## config.mk

```make
export PLATFORM = sky130hd
export DESIGN_NAME = straddle_txchk
export DESIGN_NICKNAME = d
export VERILOG_FILES = /design/src/rtl/txchk_pkg.sv /design/src/rtl/txchk_datapath.sv /design/src/rtl/txchk_control.sv /design/src/rtl/straddle_txchk.sv
export SDC_FILE = /design/constraint.sdc
export NUM_CORES = 1
export LEC_CHECK = 0
export BUFFER_PORTS_ARGS = -buffer_cell sky130_fd_sc_hd__buf_2
export CORE_AREA = 2 2 121 123
export CTS_CLUSTER_DIAMETER = 100
export DETAILED_ROUTE_END_ITERATION = 12
export DIE_AREA = 0 0 123 125
export PLACE_DENSITY_LB_ADDON = 0.12
export SYNTH_ARGS = -nofsm -noshare
export SYNTH_HDL_FRONTEND = slang
export SYNTH_SLANG_ARGS = --single-unit
```

## constraint.sdc

```tcl
create_clock -name clk -period 2.3 [get_ports clk]
set_input_delay 0.23 -clock clk [delete_from_list [all_inputs] [get_ports clk]]
set_output_delay 0.23 -clock clk [all_outputs]
set_load 0.03 [all_outputs]
```

## src/rtl/txchk_pkg.sv

```systemverilog
`timescale 1ns/1ps
package txchk_pkg;
  // strobes from control to datapath
  typedef struct packed {
    logic chk;      // parity check active this beat
    logic two;      // two packets present in this beat
    logic splitHi;  // second packet begins in the upper half
  } dpCtl_t;

  // per-beat parity findings returned to control
  typedef struct packed {
    logic anyBad;
    logic badA;     // error in bytes owned by the first packet
    logic badB;     // error in bytes owned by the second packet
  } dpRes_t;
endpackage

```

## src/rtl/txchk_datapath.sv

```systemverilog
`timescale 1ns/1ps
module txchk_datapath
  import txchk_pkg::*;
#(
  parameter int DATA_W = 256
) (
  input  logic [DATA_W-1:0]   beatData,
  input  logic [DATA_W/8-1:0] beatPar,
  input  dpCtl_t              dpCtl,
  output dpRes_t              dpRes
);
  localparam int BYTES = DATA_W / 8;
  localparam int HALF  = BYTES / 2;

  logic [BYTES-1:0] byteBad;
  logic [BYTES-1:0] ownB;

  for (genvar i = 0; i < BYTES; i++) begin : g_byte
    // odd parity: byte ones plus parity bit must be odd
    assign byteBad[i] = dpCtl.chk & ~(^{beatData[8*i +: 8], beatPar[i]});
    if (i >= HALF) begin : g_hi
      assign ownB[i] = dpCtl.two;
    end else begin : g_lo
      assign ownB[i] = dpCtl.two & ~dpCtl.splitHi;
    end
  end

  assign dpRes.anyBad = |byteBad;
  assign dpRes.badA   = |(byteBad & ~ownB);
  assign dpRes.badB   = |(byteBad & ownB);
endmodule

```

## src/rtl/txchk_control.sv

```systemverilog
`timescale 1ns/1ps
module txchk_control
  import txchk_pkg::*;
(
  input  logic       clk,
  input  logic       rstN,
  input  logic       parChkEn,
  input  logic       beatValid,
  input  logic [1:0] sopFlags,
  input  logic       sopPtrA,
  input  logic       sopPtrB,
  input  logic [1:0] eopFlags,
  input  logic [1:0] abortFlags,
  input  dpRes_t     dpRes,
  output dpCtl_t     dpCtl,
  output logic [1:0] nullify,
  output logic       uncorrErr,
  output logic       framingErr
);
  logic       openQ, poisonQ, abortQ;
  logic       openN, poisonN, abortN;
  logic [1:0] startCnt;
  logic [1:0] pktCnt;
  logic       poisonA, poisonB;
  logic       badStart, abortDrop;

  always_comb begin
    startCnt = sopFlags[0] ? (sopFlags[1] ? 2'd2 : 2'd1) : 2'd0;
    pktCnt   = {1'b0, openQ} + startCnt;

    dpCtl.chk     = beatValid & parChkEn;
    dpCtl.two     = (pktCnt >= 2'd2);
    dpCtl.splitHi = openQ ? sopPtrA : sopPtrB;

    poisonA = (openQ & poisonQ) | dpRes.badA | abortFlags[0];
    poisonB = dpRes.badB | abortFlags[1];

    badStart  = openQ & sopFlags[0] & (~eopFlags[0] | sopFlags[1]);
    abortDrop = openQ & abortQ & ~abortFlags[0];

    openN   = openQ;
    poisonN = poisonQ;
    abortN  = abortQ;
    if (pktCnt == 2'd1) begin
      openN   = ~eopFlags[0];
      poisonN = poisonA;
      abortN  = abortFlags[0];
    end else if (pktCnt >= 2'd2) begin
      openN   = ~eopFlags[1];
      poisonN = poisonB;
      abortN  = abortFlags[1];
    end
  end

  always_ff @(posedge clk) begin
    if (!rstN) begin
      openQ      <= 1'b0;
      poisonQ    <= 1'b0;
      abortQ     <= 1'b0;
      nullify    <= 2'b00;
      uncorrErr  <= 1'b0;
      framingErr <= 1'b0;
    end else begin
      uncorrErr <= dpRes.anyBad;
      nullify   <= 2'b00;
      if (beatValid) begin
        nullify[0] <= eopFlags[0] & poisonA & (pktCnt != 2'd0);
        nullify[1] <= eopFlags[1] & poisonB & dpCtl.two;
        openQ      <= openN;
        poisonQ    <= poisonN & openN;
        abortQ     <= abortN & openN;
        framingErr <= framingErr | badStart | abortDrop;
      end
    end
  end

  // a first-slot nullify follows a valid beat that ended a first packet
  assert_null_first_end_R4: assert property (@(posedge clk) disable iff (!rstN)
    nullify[0] |-> $past(beatValid && eopFlags[0]));

  // a second-slot nullify follows a valid beat that ended a second packet
  assert_null_second_end_R4: assert property (@(posedge clk) disable iff (!rstN)
    nullify[1] |-> $past(beatValid && eopFlags[1]));

  // the error pulse needs a valid beat with checking enabled
  assert_uerr_enabled_R3: assert property (@(posedge clk) disable iff (!rstN)
    uncorrErr |-> $past(beatValid && parChkEn));

  // an aborted packet ending in this beat is nullified next cycle
  assert_abort_nullify_R6: assert property (@(posedge clk) disable iff (!rstN)
    (beatValid && eopFlags[0] && abortFlags[0] && pktCnt != 2'd0) |=> nullify[0]);

  // dropping a held abort is flagged
  assert_abort_drop_R7: assert property (@(posedge clk) disable iff (!rstN)
    (beatValid && openQ && abortQ && !abortFlags[0]) |=> framingErr);

  // the framing flag holds until reset
  assert_frame_sticky_R8: assert property (@(posedge clk) disable iff (!rstN)
    framingErr |=> framingErr);
endmodule

```

## src/rtl/straddle_txchk.sv

```systemverilog
`timescale 1ns/1ps
module straddle_txchk
  import txchk_pkg::*;
#(
  parameter int DATA_W = 256
) (
  input  logic                    clk,
  input  logic                    rstN,
  input  logic                    parChkEn,
  input  logic                    txValid,
  input  logic [DATA_W-1:0]       txData,
  input  logic [14+DATA_W/8-1:0]  txSide,
  output logic                    nullifyFirst,
  output logic                    nullifySecond,
  output logic                    uncorrErr,
  output logic                    framingErr
);
  localparam int BYTES   = DATA_W / 8;
  localparam int SOP_LSB = 0;
  localparam int SPA_BIT = 2;
  localparam int SPB_BIT = 3;
  localparam int EOP_LSB = 4;
  localparam int ABT_LSB = 6;
  localparam int EPT_LSB = 8;
  localparam int PAR_LSB = 14;

  dpCtl_t     dpCtl;
  dpRes_t     dpRes;
  logic [1:0] nullify;
  logic       unusedEndPtr;

  // end pointers carry no meaning for this check
  assign unusedEndPtr = ^txSide[EPT_LSB +: 6];

  txchk_datapath #(.DATA_W(DATA_W)) u_datapath (
    .beatData (txData),
    .beatPar  (txSide[PAR_LSB +: BYTES]),
    .dpCtl    (dpCtl),
    .dpRes    (dpRes)
  );

  txchk_control u_control (
    .clk        (clk),
    .rstN       (rstN),
    .parChkEn   (parChkEn),
    .beatValid  (txValid),
    .sopFlags   (txSide[SOP_LSB +: 2]),
    .sopPtrA    (txSide[SPA_BIT]),
    .sopPtrB    (txSide[SPB_BIT]),
    .eopFlags   (txSide[EOP_LSB +: 2]),
    .abortFlags (txSide[ABT_LSB +: 2]),
    .dpRes      (dpRes),
    .dpCtl      (dpCtl),
    .nullify    (nullify),
    .uncorrErr  (uncorrErr),
    .framingErr (framingErr)
  );

  assign nullifyFirst  = nullify[0];
  assign nullifySecond = nullify[1];
endmodule

```

==> summary.json, run 1 <==
{
  "cts": {
    "ctsRootBufferMaster": "clkbuf_16",
    "cts_tree": "built",
    "cts_buffer_depth": 2,
    "cts_buffers": 3,
    "clock_tree.htree_level_count": 1,
    "clkTransAtPathRegs_ns": 0.04,
    "clock_sink_count": 7,
    "latest_clock_arrival_within_the_worst_skew_pair_ns": 0.23,
    "cts.repair_timing.setup_buffer_count": 0,
    "cts-hold-fix-buffers": 0
  },
  "yosys": {
    "postSynthRegisterBits": 7,
    "synth_enable_flop_cells": 0,
    "synth.net_count": 596,
    "synth_area_leaders": "xnor2_1 (44%), xnor3_1 (23%), xor2_1 (15%), dfxtp_1 (4.8%), xnor3_2 (1.6%)",
    "netlist-cell-type-count": 30,
    "synth.most_common_cell": "xnor2_1",
    "postSynth.asyncResetShare_pct": 0,
    "yosys.area.top_type_share_pct": 43.71,
    "synth_cells": 289,
    "ys_top_cells_by_count": "xnor2_1 (145), xor2_1 (49), xnor3_1 (30)",
    "synth_ff_type": "dfxtp_1",
    "synth_area_leader_cell": "xnor2_1",
    "yosysWarningCount": 0,
    "synth_area_um2": 2905,
    "synth_sequential_area_ratio_pct": 4.823,
    "syn-mean-instance-area_um2": 10.05
  },
  "timing": {
    "setup-tns-final_ns": 0,
    "final-setup-viol-count": 0,
    "skew_ns": 0.004254,
    "timing.hold.ws_ns": 0.2876,
    "rsz0062_at_grt": "yes",
    "fin_crit_ns": 2.167,
    "min_period_over_period_pct": 94.23,
    "tightestPinTransition_ns": 0.3962,
    "final.setup.worst_slack_ns": 0.1326,
    "maxClockFrequency_mhz": 461.4,
    "hold_violations": 0,
    "slew-limit-headroom_pct": 73.25,
    "final-max-slew-violation-count": 0
  },
  "global_routing": {
    "gr-total-overflow": 0,
    "grt_pass1_wl_um": 13740,
    "grt_pass1_vias": 3312,
    "grt_antenna_before_repair": 1,
    "global_route.usage.total_pct": 10.94,
    "maximum_number_of_pins_on_one_net_before_global_route_repair": 12
  },
  "power_and_ir_drop": {
    "design_power_total_mw": 1.792,
    "power-per-cell-area_nw_per_um2": 365.0,
    "vdd.ir_drop.worst_v": 0.0001798,
    "leakage_nw": 2.503
  },
  "layout": {
    "post_route_cell_area_um2": 4908,
    "post_route_cells_drive_above_1_share_pct": 54.55,
    "diodes": 0,
    "stdcell_count": 789,
    "final_nets": 913,
    "final_core_utilization_pct": 34.56,
    "area_growth_pct": 68.95
  },
  "detailed_routing": {
    "route.detailed.drc": 0,
    "first_pass_iteration_count_of_the_detailed_router": 2,
    "post_drt_wl_per_cell_um": 11.63,
    "ant_nets": 0,
    "num_vias": 3093,
    "starting_drc_count_in_detailed_routing": 11,
    "detail_route.vias_per_cell": 3.920,
    "wirelength_um": 9175
  },
  "floorplan": {
    "boundaryPins": 310,
    "die-height_um": 125,
    "fp.dieW_um": 123,
    "die-area_um2": 15380,
    "core_um2": 14200,
    "floorplan.initialDensity_pct": 20.45,
    "rows": 44
  },
  "setup_path": {
    "sort_of_element_at_the_start_of_the_critical_path": "input pin",
    "setup.worst_path.class": "input pin to flop",
    "cp-end-kind": "flop",
    "data_arrival_time_at_the_worst_slack_endpoint_ns": 2.29,
    "worstPathRequired_ns": 2.42,
    "crit_path_max_fo": 3
  },
  "min_path": {
    "holdCritPathClass": "input pin to flop"
  },
  "flow_run": {
    "drv_cap": 0
  },
  "placed_design": {
    "gp_congestion": 0.7463,
    "placement.cell_area_um2": 4723,
    "dp.cells": 785,
    "estimated_wirelength_of_the_detail_placed_design_um": 8545,
    "place.port_buffers": 303,
    "dpl_worst_slack_ns": -0.2866
  },
  "run_status": {
    "outcome": "finished clean"
  }
}
-- what timing repair did --
item / CTS / global route
pin swaps: 0 / 15
gates resized for setup: 1 / 17
setup endpoints to repair: 2 / 3
cloned: 0 / 0
-- final timing paths --
path	start	end	slack [ns]	cells after the start
max	txData[29]	u_control.nullify[0]	0.13	10
min	txSide[4]	u_control.nullify[0]	0.29	2
max reg2reg	u_control.openQ	u_control.poisonQ	0.58	8
min reg2reg	u_control.framingErr	u_control.framingErr	0.50	2
-- routing by layer --
layer | part of all wire [%] | wire length [um] | global-route usage, %
met1 | 33 | 3028 | 10.35
met3 | 12 | 1068 | 2.235
met2 | 54 | 4972 | 23.27
met4 | 1.0 | 92 | 1.939
met5 | 0.14 | 13 | 0
-- worst max-delay path, stage by stage --
cell,delay (ns)
buf_2,0.10
xnor2_1,0.23
buf_4,0.16
xnor3_1,0.30
xnor2_1,0.14
nor4_1,0.31
nand4_1,0.23
a31oi_2,0.27
a21oi_1,0.09
o2111a_1,0.24
-- layout make-up --
cell class / instances / area [um^2]
multi-input cells: 276 / 2820
flip-flops and latches: 7 / 140.1
repair buffers: 313 / 1620
inverters: 5 / 18.77
well taps: 184 / 230.2
fillers: 1502 / 9295
clock buffers: 4 / 78.83
-- registers in the layout, summed over array words and instances (netlist names) --
register / cells
u_control.framingErr: 1
u_control.openQ: 1
u_control.poisonQ: 1
u_control.uncorrErr: 1
u_control.abortQ: 1
u_control.nullify: 2
-- cells in the final DEF (no fill, tap or decap), types with 3 or more instances in the layout --
cell type,n
nor2b_1,3
xnor2_1,139
xnor3_2,3
xnor2_2,5
nand4_1,5
clkbuf_16,3
inv_1,5
nor4_2,3
nand3_1,3
buf_2,299
buf_4,10
buf_6,3
o21ai_0,5
xor2_1,49
nor4_1,5
nand2_1,3
xnor3_1,29
nor2_1,5
dfxtp_1,7
-- cell families (layout without fill, tap and decap cells) --
family | count (synthesis) | count (layout) | synth area share, %
XOR/XNOR | 226 | 226 | 83.38
AND/OR/NAND/NOR | 28 | 28 | 5.426
AO/OA/AOI/OAI | 21 | 21 | 5.168
flip-flops | 7 | 7 | 4.823
buffers and inverters | 6 | 322 | 0.7751
adder cells (fa/ha/maj) | 1 | 1 | 0.4306
-- where the power goes --
group	leakage (nW)	switching [mW]	internal, mW
clock network	0.0382	0.0658	0.231
logic	2.41	0.500	0.865
registers	0.0570	0.00317	0.128
No activity file was read; power rests on OpenSTA's default activity.
==> run 2: changes to the inputs <==
- PLACE_DENSITY_LB_ADDON: 0.12 -> 0.2
==> run 2 against run 1 <==
Final cell count decreased by 0.13%. First-iteration DRC count rose to 3.8 times the previous value. Die area is the same. Wire length down 0.85%. Fmax increased by 2.1%. Register-to-register slack worse by 0.04 ns. Largest power group unchanged.
==> summary.json, run 2 (synthesis gave the netlist of run 1 again) <==
{
  "timing": {
    "slew-limit-headroom_pct": 73.26,
    "setup-tns-final_ns": 0,
    "min_period_over_period_pct": 92.27,
    "final-setup-viol-count": 0,
    "skew_ns": 0.005593,
    "final.setup.worst_slack_ns": 0.1777,
    "tightestPinTransition_ns": 0.3998,
    "fin_crit_ns": 2.122,
    "maxClockFrequency_mhz": 471.2,
    "final-max-slew-violation-count": 0,
    "rsz0062_at_grt": "no",
    "hold_violations": 0
  },
  "setup_path": {
    "cp-end-kind": "flop",
    "critical_path.startpoint": "txData[105]",
    "r2r_cells": 8,
    "timing.critical_path.to": "u_control.nullify[0]",
    "r2r_end": "u_control.poisonQ",
    "setup.worst_path.class": "input pin to flop",
    "r2r_setup_slack_ns": 0.54,
    "critical_path.cell_chain": "buf_2, xor2_1, xnor3_1, xnor2_1, nor4_2, buf_4, nand4_1, a31oi_2, a21oi_1, o2111a_1",
    "data_arrival_time_at_the_worst_slack_endpoint_ns": 2.25,
    "crit_path_max_fo": 3,
    "timing.rr.start": "u_control.openQ",
    "cpPeakStageDelay_ns": 0.43,
    "sort_of_element_at_the_start_of_the_critical_path": "input pin",
    "cell_with_the_largest_stage_delay_on_the_worst_path": "xnor3_1",
    "worstPathRequired_ns": 2.43
  },
  "cts": {
    "cts.repair.resized": 1,
    "clock_sink_count": 7,
    "clkTransAtPathRegs_ns": 0.04,
    "ctsRootBufferMaster": "clkbuf_16",
    "clock_tree.htree_level_count": 1,
    "cts_buffers": 3,
    "cts.repair_timing.setup_buffer_count": 0,
    "cts_tree": "built",
    "latest_clock_arrival_within_the_worst_skew_pair_ns": 0.24,
    "cts-hold-fix-buffers": 0,
    "cts_buffer_depth": 2
  },
  "detailed_routing": {
    "wirelength_um": 9097,
    "starting_drc_count_in_detailed_routing": 42,
    "ant_nets": 0,
    "first_pass_iteration_count_of_the_detailed_router": 4,
    "route.detailed.drc": 0,
    "num_vias": 3087,
    "detail_route.vias_per_cell": 3.918,
    "post_drt_wl_per_cell_um": 11.54
  },
  "layout": {
    "registers.top_by_ff_count": "u_control.nullify",
    "diodes": 0,
    "final_common_cell": "buf_2",
    "seqCellArea_um2": 140.1,
    "post_route_cells_drive_above_1_share_pct": 53.15,
    "n_fill_cell": 1502,
    "multiInputGateArea_um2": 2749,
    "mostFrequentLayoutCells": "buf_2 (303), xnor2_1 (145), xor2_1 (49)",
    "final_core_utilization_pct": 33.81,
    "area_growth_pct": 65.29,
    "final_nets": 912,
    "largest_reg_flops": 2
  },
  "global_routing": {
    "grt.busiest_layer": "met2",
    "grt_antenna_before_repair": 2,
    "global_route.usage.total_pct": 10.98,
    "maximum_number_of_pins_on_one_net_before_global_route_repair": 12,
    "grt_pass1_vias": 3237,
    "grt_pass1_wl_um": 13480,
    "met2_usage_pct": 24.24,
    "met1_track_demand_over_resource_pct": 9.821,
    "gr-total-overflow": 0,
    "grt_util_met3_pct": 2.327
  },
  "floorplan": {
    "floorplan.initialDensity_pct": 20.45,
    "core_um2": 14200,
    "die-area_um2": 15380,
    "rows": 44,
    "die-height_um": 125,
    "fp.dieW_um": 123,
    "boundaryPins": 310
  },
  "placed_design": {
    "gp_congestion": 0.7725,
    "dpl_worst_slack_ns": -0.2963,
    "place.port_buffers": 303,
    "estimated_wirelength_of_the_detail_placed_design_um": 8599
  },
  "run_status": {
    "outcome": "finished clean"
  },
  "power_and_ir_drop": {
    "power-per-cell-area_nw_per_um2": 368.4,
    "vdd.ir_drop.worst_v": 0.0001176,
    "leakage_nw": 2.455
  },
  "min_path": {
    "holdCritPathClass": "input pin to flop"
  },
  "flow_run": {
    "drv_cap": 0
  }
}
[run 2: cell types whose count changed in the layout (fill, tap and decap cells not counted), moves of 3 or more]
cell,change
buf_2,+4
buf_6,-3
xnor2_1,+6
xnor2_2,-5
[run 2: layer usage]
| metal | share of wire [%] | wire, um |
|---|---|---|
| met4 | 0.40 | 36 |
| met5 | 0.14 | 13 |
| met2 | 55 | 5037 |
| met1 | 32 | 2884 |
| met3 | 12 | 1125 |
[run 2: through the flow]
| stage | power (mW) | std cells | hold WS (ns) | cell area [um^2] |
|---|---|---|---|---|
| finish | 1.769 | 788 | 0.2773 | 4802 |
| global route | 1.915 | 788 | 0.2969 | 4802 |
| CTS | 1.811 | 788 | 0.2761 | 4802 |
| detailed placement | 1.480 | 784 | 0.4821 | 4716 |
| global placement | 1.472 | 784 | 0.4742 | 4716 |
| floorplan | 1.029 | 289 | 0.3582 | 2905 |
[run 2: worst min path at each step]
stage,depth (start not counted),to,from
floorplan,1,u_control.abortQ,rstN
global placement,2,u_control.framingErr,u_control.framingErr
detailed placement,2,u_control.framingErr,u_control.framingErr
CTS,3,u_control.nullify[1],txSide[5]
global route,3,u_control.nullify[1],txSide[5]
finish,3,u_control.nullify[1],txSide[5]
[run 2: power by group]
group          internal (mW)  switching [mW]
Clock                  0.229          0.0779
Sequential             0.127         0.00292
Combinational          0.838           0.494
Total                   1.19           0.574
[run 2: area by class of cell]
| class | instances | area share (%) |
|---|---|---|
| multi-input combinational | 276 | 57.24 |
| tap | 184 | 4.794 |
| sequential | 7 | 2.918 |
| inverter | 5 | 0.3908 |
| timing repair buffer | 312 | 32.99 |
| clock inverter | 1 | 0.1042 |
| clock buffer | 3 | 1.563 |
[run 2: worst max-delay path: cells and delay by family]
family / cells / cell delay [ns]
XOR/XNOR: 3 / 0.76
buffers and inverters: 2 / 0.25
AO/OA/AOI/OAI: 3 / 0.58
AND/OR/NAND/NOR: 2 / 0.41
